`config.mk`:
```
export PLATFORM = sky130hd
export DESIGN_NAME = fpnan_unit
export DESIGN_NICKNAME = d
export VERILOG_FILES = /design/src/rtl/fpnan_pkg.sv /design/src/rtl/fpnan_classify.sv /design/src/rtl/fpnan_quiet.sv /design/src/rtl/fpnan_unit.sv
export SDC_FILE = /design/constraint.sdc
export NUM_CORES = 1
export LEC_CHECK = 0
export BUFFER_PORTS_ARGS = -buffer_cell sky130_fd_sc_hd__buf_2
export CORE_MARGIN = 3
export CORE_UTILIZATION = 44
export CTS_CLUSTER_DIAMETER = 120
export DETAILED_ROUTE_END_ITERATION = 12
export PLACE_DENSITY_LB_ADDON = 0.05
export SETUP_SLACK_MARGIN = 0.15
export SLEW_MARGIN = 20
export SYNTH_ARGS = -nofsm -noshare
export SYNTH_HDL_FRONTEND = slang
export SYNTH_SLANG_ARGS = --single-unit
```
`constraint.sdc`:
```
create_clock -name clk -period 2.4 [get_ports clk]
set_clock_uncertainty 0.1 [all_clocks]
set_input_delay 0.48 -clock clk [delete_from_list [all_inputs] [get_ports clk]]
set_output_delay 0.48 -clock clk [all_outputs]
set_load 0.05 [all_outputs]
```
`src/rtl/fpnan_pkg.sv`:
```
// Package: shared field widths and the one-hot class code for the NaN unit.
// Assumes the binary64 layout: sign, then exponent, then fraction, MSB first.
package fpnan_pkg;
    localparam int EXP_W  = 11;
    localparam int FRAC_W = 52;
    localparam int DATA_W = 1 + EXP_W + FRAC_W;
    localparam int QBIT   = FRAC_W - 1;   // quiet-indicator position
    localparam int NCLASS = 6;

    typedef enum logic [NCLASS-1:0] {
        CLS_ZERO = 6'b000001,
        CLS_SUB  = 6'b000010,
        CLS_NORM = 6'b000100,
        CLS_INF  = 6'b001000,
        CLS_QNAN = 6'b010000,
        CLS_SNAN = 6'b100000
    } fp_class_e;
endpackage

```
`src/rtl/fpnan_classify.sv`:
```
// Module: combinational classifier for one binary64 operand.
// Assumes mode_2008 = 1 means a clear quiet bit marks a signaling NaN.
module fpnan_classify
    import fpnan_pkg::*;
(
    input  logic [DATA_W-1:0] op,
    input  logic              mode_2008,
    output fp_class_e         cls,
    output logic              is_nan,
    output logic              is_snan
);
    logic [EXP_W-1:0]  exp_f;
    logic [FRAC_W-1:0] frac_f;
    logic              exp_ones, exp_zero, frac_zero;

    // Field split and the basic exponent and fraction tests.
    always_comb begin
        exp_f     = op[DATA_W-2 -: EXP_W];
        frac_f    = op[FRAC_W-1:0];
        exp_ones  = &exp_f;
        exp_zero  = ~|exp_f;
        frac_zero = ~|frac_f;
    end

    // NaN and signaling decisions, then the class choice.
    always_comb begin
        is_nan  = exp_ones && !frac_zero;
        is_snan = is_nan && (frac_f[QBIT] ^ mode_2008);
        if (exp_zero)
            cls = frac_zero ? CLS_ZERO : CLS_SUB;
        else if (!exp_ones)
            cls = CLS_NORM;
        else if (frac_zero)
            cls = CLS_INF;
        else
            cls = is_snan ? CLS_SNAN : CLS_QNAN;
    end
endmodule

```
`src/rtl/fpnan_quiet.sv`:
```
// Module: turns a signaling NaN into a quiet NaN when asked.
// Assumes is_snan comes from the classifier under the same mode.
// The legacy path keeps the result a NaN by setting the next fraction bit.
module fpnan_quiet
    import fpnan_pkg::*;
(
    input  logic [DATA_W-1:0] op,
    input  logic              mode_2008,
    input  logic              is_snan,
    input  logic              req,
    output logic [DATA_W-1:0] res,
    output logic              invalid
);
    logic [DATA_W-1:0] q2008, qlegacy;

    // Candidate quiet values for each convention.
    always_comb begin
        q2008         = op;
        q2008[QBIT]   = 1'b1;
        qlegacy       = op;
        qlegacy[QBIT] = 1'b0;
        if (~|qlegacy[FRAC_W-1:0])
            qlegacy[QBIT-1] = 1'b1;
    end

    // Choose the quieted value or pass the operand through.
    always_comb begin
        invalid = req && is_snan;
        if (invalid)
            res = mode_2008 ? q2008 : qlegacy;
        else
            res = op;
    end
endmodule

```
`src/rtl/fpnan_unit.sv`:
```
// Module: top of the NaN classify and quieting unit, with one output register stage.
// Assumes a synchronous active-low reset. Every output has one cycle of latency.
module fpnan_unit
    import fpnan_pkg::*;
(
    input  logic              clk,
    input  logic              rst_n,
    input  logic [63:0]       op_i,
    input  logic              mode_2008_i,
    input  logic              quiet_req_i,
    output logic [63:0]       res_o,
    output logic [5:0]        class_o,
    output logic              is_nan_o,
    output logic              is_snan_o,
    output logic              invalid_o
);
    fp_class_e         cls_c;
    logic              nan_c, snan_c, inv_c;
    logic [DATA_W-1:0] res_c;

    fpnan_classify u_cls (
        .op        (op_i),
        .mode_2008 (mode_2008_i),
        .cls       (cls_c),
        .is_nan    (nan_c),
        .is_snan   (snan_c)
    );

    fpnan_quiet u_qt (
        .op        (op_i),
        .mode_2008 (mode_2008_i),
        .is_snan   (snan_c),
        .req       (quiet_req_i),
        .res       (res_c),
        .invalid   (inv_c)
    );

    // Output register stage, cleared by reset.
    always_ff @(posedge clk) begin
        if (!rst_n) begin
            res_o     <= '0;
            class_o   <= '0;
            is_nan_o  <= 1'b0;
            is_snan_o <= 1'b0;
            invalid_o <= 1'b0;
        end else begin
            res_o     <= res_c;
            class_o   <= cls_c;
            is_nan_o  <= nan_c;
            is_snan_o <= snan_c;
            invalid_o <= inv_c;
        end
    end

    // the class code never has more than one bit set.
    p_class_onehot_r1: assert property (@(posedge clk) disable iff (!rst_n)
        $onehot0(class_o));
    // a signaling indication always comes with a NaN indication.
    p_snan_is_nan_r3: assert property (@(posedge clk) disable iff (!rst_n)
        is_snan_o |-> is_nan_o);
    // the invalid flag is only raised for a signaling NaN.
    p_invalid_snan_r6: assert property (@(posedge clk) disable iff (!rst_n)
        invalid_o |-> is_snan_o);
    // a quieted result is still a NaN.
    p_quiet_stays_nan_r5: assert property (@(posedge clk) disable iff (!rst_n)
        invalid_o |-> ((&res_o[62:52]) && (|res_o[51:0])));
    // the sign passes through with one cycle of latency.
    p_sign_kept_r8: assert property (@(posedge clk) disable iff (!rst_n)
        $past(rst_n) |-> (res_o[63] == $past(op_i[63])));
    // without a flag, the result is the operand from the previous cycle.
    p_passthru_r7: assert property (@(posedge clk) disable iff (!rst_n)
        ($past(rst_n) && !invalid_o) |-> (res_o == $past(op_i)));
endmodule

```
==> results of run 1 <==
-- area by class of cell --
cell class | count | area, um^2 | share of cell area [%]
Clock buffer | 13 | 159 | 5.05
Clock inverter | 3 | 15.0 | 0.477
Multi-Input combinational cell | 115 | 718 | 22.8
Inverter | 1 | 3.75 | 0.119
Tap cell | 67 | 83.8 | 2.66
Sequential cell | 73 | 1460 | 46.4
Timing Repair Buffer | 141 | 708 | 22.5
-- sequential cells by signal (all words and copies together), names as in the netlist --
name,cells
is_nan_o,1
res_o,64
class_o,6
is_snan_o,1
invalid_o,1
-- through the flow --
step	std cells	setup slack [ns]	utilization, %	hold WS, ns	power (W)
after global routing	413	0.547	65.8	0.256	0.00262
after floorplan	196	0.619	-	0.449	0.00157
final	413	0.656	65.8	0.253	0.00251
after CTS	413	0.653	65.8	0.247	0.00253
after global placement	397	0.306	62.2	0.585	0.00171
after detailed placement	397	0.312	62.2	0.590	0.00171
-- worst max path at each step --
stage	startpoint	end	cells past startpoint
detailed placement	op_i[39]	invalid_o	6
global route	op_i[1]	invalid_o	6
floorplan	op_i[39]	res_o[51]	5
global placement	op_i[1]	invalid_o	6
CTS	op_i[41]	invalid_o	6
finish	op_i[39]	invalid_o	6
-- power breakdown --
| group | internal (W) | switching [W] |
|---|---|---|
| clock network | 0.000427 | 0.000406 |
| registers | 0.00127 | 0.0000117 |
| logic | 0.000111 | 0.000289 |
-- critical path: cells and delay by family --
kind / cells / cell delay [ns]
buffers and inverters: 1 / 0.11
AOI/OAI and AO/OA: 2 / 0.43
and+or+nand+nor: 3 / 0.83
-- metal layers --
| layer | vias up | wire, um | track usage [%] |
|---|---|---|---|
| li1 | 946 | - | - |
| met1 | 798 | 2050 | 20.0 |
| met2 | 100 | 2420 | 29.3 |
| met3 | 14 | 593 | 7.28 |
| met4 | 0 | 133 | 9.96 |
| met5 | - | 0 | 0 |
-- layout by cell type, fill, tap and decap left out, types with 3 or more instances in the layout --
| cell | netlist | final |
|---|---|---|
| a21oi_1 | 3 | 3 |
| and2_1 | 62 | 62 |
| buf_2 | 0 | 140 |
| clkbuf_8 | 0 | 11 |
| clkinv_2 | 0 | 3 |
| dfxtp_1 | 73 | 73 |
| nand2_1 | 6 | 6 |
| nand4_1 | 4 | 4 |
| nor2_1 | 4 | 4 |
| nor4_1 | 14 | 14 |
-- cells by family after synthesis --
kind of cell           count (synthesis)
AO/OA/AOI/OAI                         10
buffers and inverters                  8
AND/OR/NAND/NOR                      105
flip-flops                            73
==> reports/metrics.yaml, run 1 <==
hold_path_class: "input port to flip-flop"
numPortBuffers: 140
async_flop_share_pct: 0
yosys_warnings: 0
synth-seq-cells: 73
num_vias: 1858
cts_setup_buffers: 0
clockBufferDepth: 2
grt_pass1_vias: 1827
setup_tns_ns: 0
fin_crit_sh_pct: 72.7
cp_slowest_stage_delay_ns: 0.42
fin_crit_ns: 1.74
arrival_ns: 1.85
max_freq_mhz: 573
p_leak_nw: 1.55
post-route-cell-area_um2: 3150
grt_pass1_wl_mm: 8.38
start_kind: "input port"
cp-end-kind: "flip-flop"
fillers: 409
routed_wl_mm: 5.20
synthesis.area_um2: 2210
status: "completed"
root_buffer: "clkbuf_8"
synth.area.mux_share_pct: 0
drive_gt1_share_pct: 46.2
ys_top_cells_by_count: "73 x dfxtp_1, 62 x and2_1, 14 x nor4_1"
cp.required_ns: 2.51
path_cells: "buf_2 -> nor4_1 -> nand2_1 -> or3_4 -> o21ai_0 -> a211oi_1"
synth_compound_area_share_pct: 2.94
syn_avg_cell_area_um2: 11.3
fp-row-count: 25
grt_usage_pct: 18.0
ctsResizeCount: 0
syn-num-nets: 264
first_pass_iters: 7
slew_headroom_pct: 69.1
cap_viol_max_count: 0
synth_ff_type: "dfxtp_1"
ys_seq_area_share_pct: 66.1
vdd_drop_max_v: 0.000485
crit_type: "input port to flip-flop"
viasPerCell: 4.50
yosys-top-cells-area: "dfxtp_1 66%, and2_1 18%, nor4_1 4.0%"
die_w_um: 76.9
drc: 0
hold_path_end: "res_o[63]"
first_iter_violations: 62
synth_xor_area_share_pct: 0
rsz0062_at_grt: "false"
start_util_pct: 46.2
powerDensity_nw_per_um2: 798
worstHoldPathCells: 2
postSynthCellCount: 196
grt_max_degree: 66
final-setup-viol-count: 0
place_area_um2: 2980
synth-adder-area-share_pct: 0
holdBufCountCts: 0
slew_viol_final: 0
place_congestion: 0.742
area_delta_synth_final_pct: 42.5
htree_levels: 3
slowest_stage: "or3_4"
path_max_fanout: 5
grt_antenna_before_repair: 0
die-area_um2: 5910
max_slew.worst_pin.slew_ns: 0.463
fin_nets: 409
diodes: 0
clkSinkCount: 73
cts_buffers: 9
wire_per_inst_um: 12.6
synth_top_area_share_pct: 66.1
synth_most_common_cell: "dfxtp_1"
ant_nets: 0
core_um2: 4790
dp_hpwl_mm: 4.05
synth_top_cell_by_area: "dfxtp_1"
grt_overflow_total: 0
yosys.area_share.simple_pct: 29.6
synthDistinctLibCells: 27
hp-start: "op_i[63]"
synth_top_family_by_area: "simple AND/OR/NAND/NOR gates"
synth-edff-count: 0
die_height_um: 76.9
io-pin-count: 141
hold_violations: 0
tritoncts: "built"
clk_pin_slew_worst_paths_ns: 0.07
Note: power is estimated with default switching activity, not from simulation.
==> inputs of run 2 (changes only) <==
CORE_UTILIZATION = 41   (was 44)
clock period = 1.7 ns   (was 2.4 ns; I/O delays follow)
==> reports/metrics.yaml, run 2 (synthesis results as in run 1) <==
status: "completed"
cts_buffers: 9
clkSinkCount: 73
clk_pin_slew_worst_paths_ns: 0.07
fillers: 453
crit_type: "input port to flip-flop"
io-pin-count: 141
tritoncts: "built"
clockBufferDepth: 2
arrival_ns: 1.64
switching_share_pct: 26.9
p_leak_nw: 1.60
combPwrFrac_pct: 15.7
ant_nets: 0
max_freq_mhz: 658
final_util_pct: 64.1
vdd_drop_max_v: 0.000572
finalNonFillerCells: 421
multi_input_area_um2: 796
max_slew.worst_pin.slew_ns: 0.487
final-setup-viol-count: 0
fin_crit_sh_pct: 89.3
root_buffer: "clkbuf_8"
path_max_fanout: 5
start_kind: "input port"
viasPerCell: 4.50
grt_pass1_wl_mm: 8.45
die_w_um: 79.4
fp-row-count: 26
hold_violations: 0
hold_path_class: "input port to flip-flop"
numPortBuffers: 140
drc: 0
diodes: 0
cp.required_ns: 1.82
grt_usage_pct: 17.6
dp.cells: 405
first_iter_violations: 59
slew_headroom_pct: 67.5
rsz0062_at_grt: "false"
area_delta_synth_final_pct: 50.0
regMostFlops: "res_o"
grt_max_degree: 66
die-area_um2: 6310
cap_viol_max_count: 0
drive_gt1_share_pct: 49.6
cp_top_family: "simple AND/OR/NAND/NOR gates"
start_util_pct: 42.7
layout_commonest_cell: "buf_2"
fin_hold_ws_ns: 0.111
core_um2: 5170
p_clk_share_pct: 36.4
grt_pass1_vias: 1810
regArea_um2: 1460
reg_top3: "res_o x64, class_o x6"
p_seq_share_pct: 47.9
critPathBufInv: 1
cp_slowest_stage_delay_ns: 0.38
grt_overflow_total: 0
powerDensity_nw_per_um2: 1140
htree_levels: 3
internal_power_w: 0.00276
path_cells: "buf_2 -> nor4_4 -> nand3_2 -> or3_4 -> o2111a_1 -> o21a_1"
dp_hpwl_mm: 4.13
place_ws_ns: -0.292
grt_antenna_before_repair: 0
p_switching_w: 0.00101
num_vias: 1893
largest_register_ffs: 64
slew_viol_final: 0
fin_nets: 414
layout_common_cells: "138 x buf_2, 73 x dfxtp_1, 62 x and2_1"
place_congestion: 0.779
wire_per_inst_um: 13.2
fin_crit_ns: 1.52
slowest_stage: "or3_4"
first_pass_iters: 4
die_height_um: 79.4
routed_wl_mm: 5.57
cp-end-kind: "flip-flop"
final.setup.worst_slack_ns: 0.181
==> run 2: cell types whose count changed in the layout (fill, tap and decap cells not counted) <==
cell,previous run,this run
buf_2,140,138
buf_4,1,6
buf_6,0,2
bufinv_16,0,1
clkbuf_8,11,12
clkinv_2,3,1
nand3_1,2,0
nand3_2,0,2
nor4_1,14,8
nor4_2,1,4
nor4_4,0,3
o21ai_0,2,1
o21ai_2,0,1
==> run 2: final timing paths <==
kind	startpoint	end	slack (ns)	cells past startpoint
worst max-delay path	op_i[26]	res_o[51]	0.18	6
worst min-delay path	op_i[48]	res_o[48]	0.11	2
==> run 2: power groups by stage <==
stage	logic (W)	clock network (W)	registers (W)
floorplan	0.0000791	0	0.00214
global placement	0.000575	0	0.00184
detailed placement	0.000579	0	0.00185
CTS	0.000584	0.00141	0.00181
global route	0.000626	0.00150	0.00181
finish	0.000591	0.00137	0.00181
==> run 2: through the flow <==
step           instance area [um^2]  TNS (ns)  total power (W)
2_1_floorplan                  2220         0          0.00222
3_3_place_gp                   3030     -1.67          0.00242
3_5_place_dp                   3030     -2.10          0.00243
4_1_cts                        3250         0          0.00380
5_1_grt                        3310         0          0.00393
6_report                       3310         0          0.00377
==> run 2: metal layers <==
layer / vias to the layer above / global-route usage [%] / share of wire [%]
met4: 0 / 9.45 / 2.7
met2: 82 / 29.8 / 50
met3: 15 / 5.76 / 8.1
li1: 954 / - / -
met5: - / 0 / 0
met1: 842 / 19.6 / 39
==> run 2: area by class of cell <==
| class | count | share of cell area, % |
|---|---|---|
| inverters | 1 | 0.113 |
| multi-input cells | 115 | 24.0 |
| flip-flops and latches | 73 | 44.1 |
| repair buffers | 146 | 22.9 |
| clock inverters | 2 | 1.06 |
| well taps | 70 | 2.64 |
| clock buffers | 14 | 5.21 |
==> run 2: repair_timing <==
| action | CTS | global route |
|---|---|---|
| setup buffers | 0 | 0 |
| hold buffers | 0 | 0 |
| endpoints found under the setup margin | 7 | 10 |
| gates resized for setup | 3 | 11 |
| pin swaps | 1 | 3 |
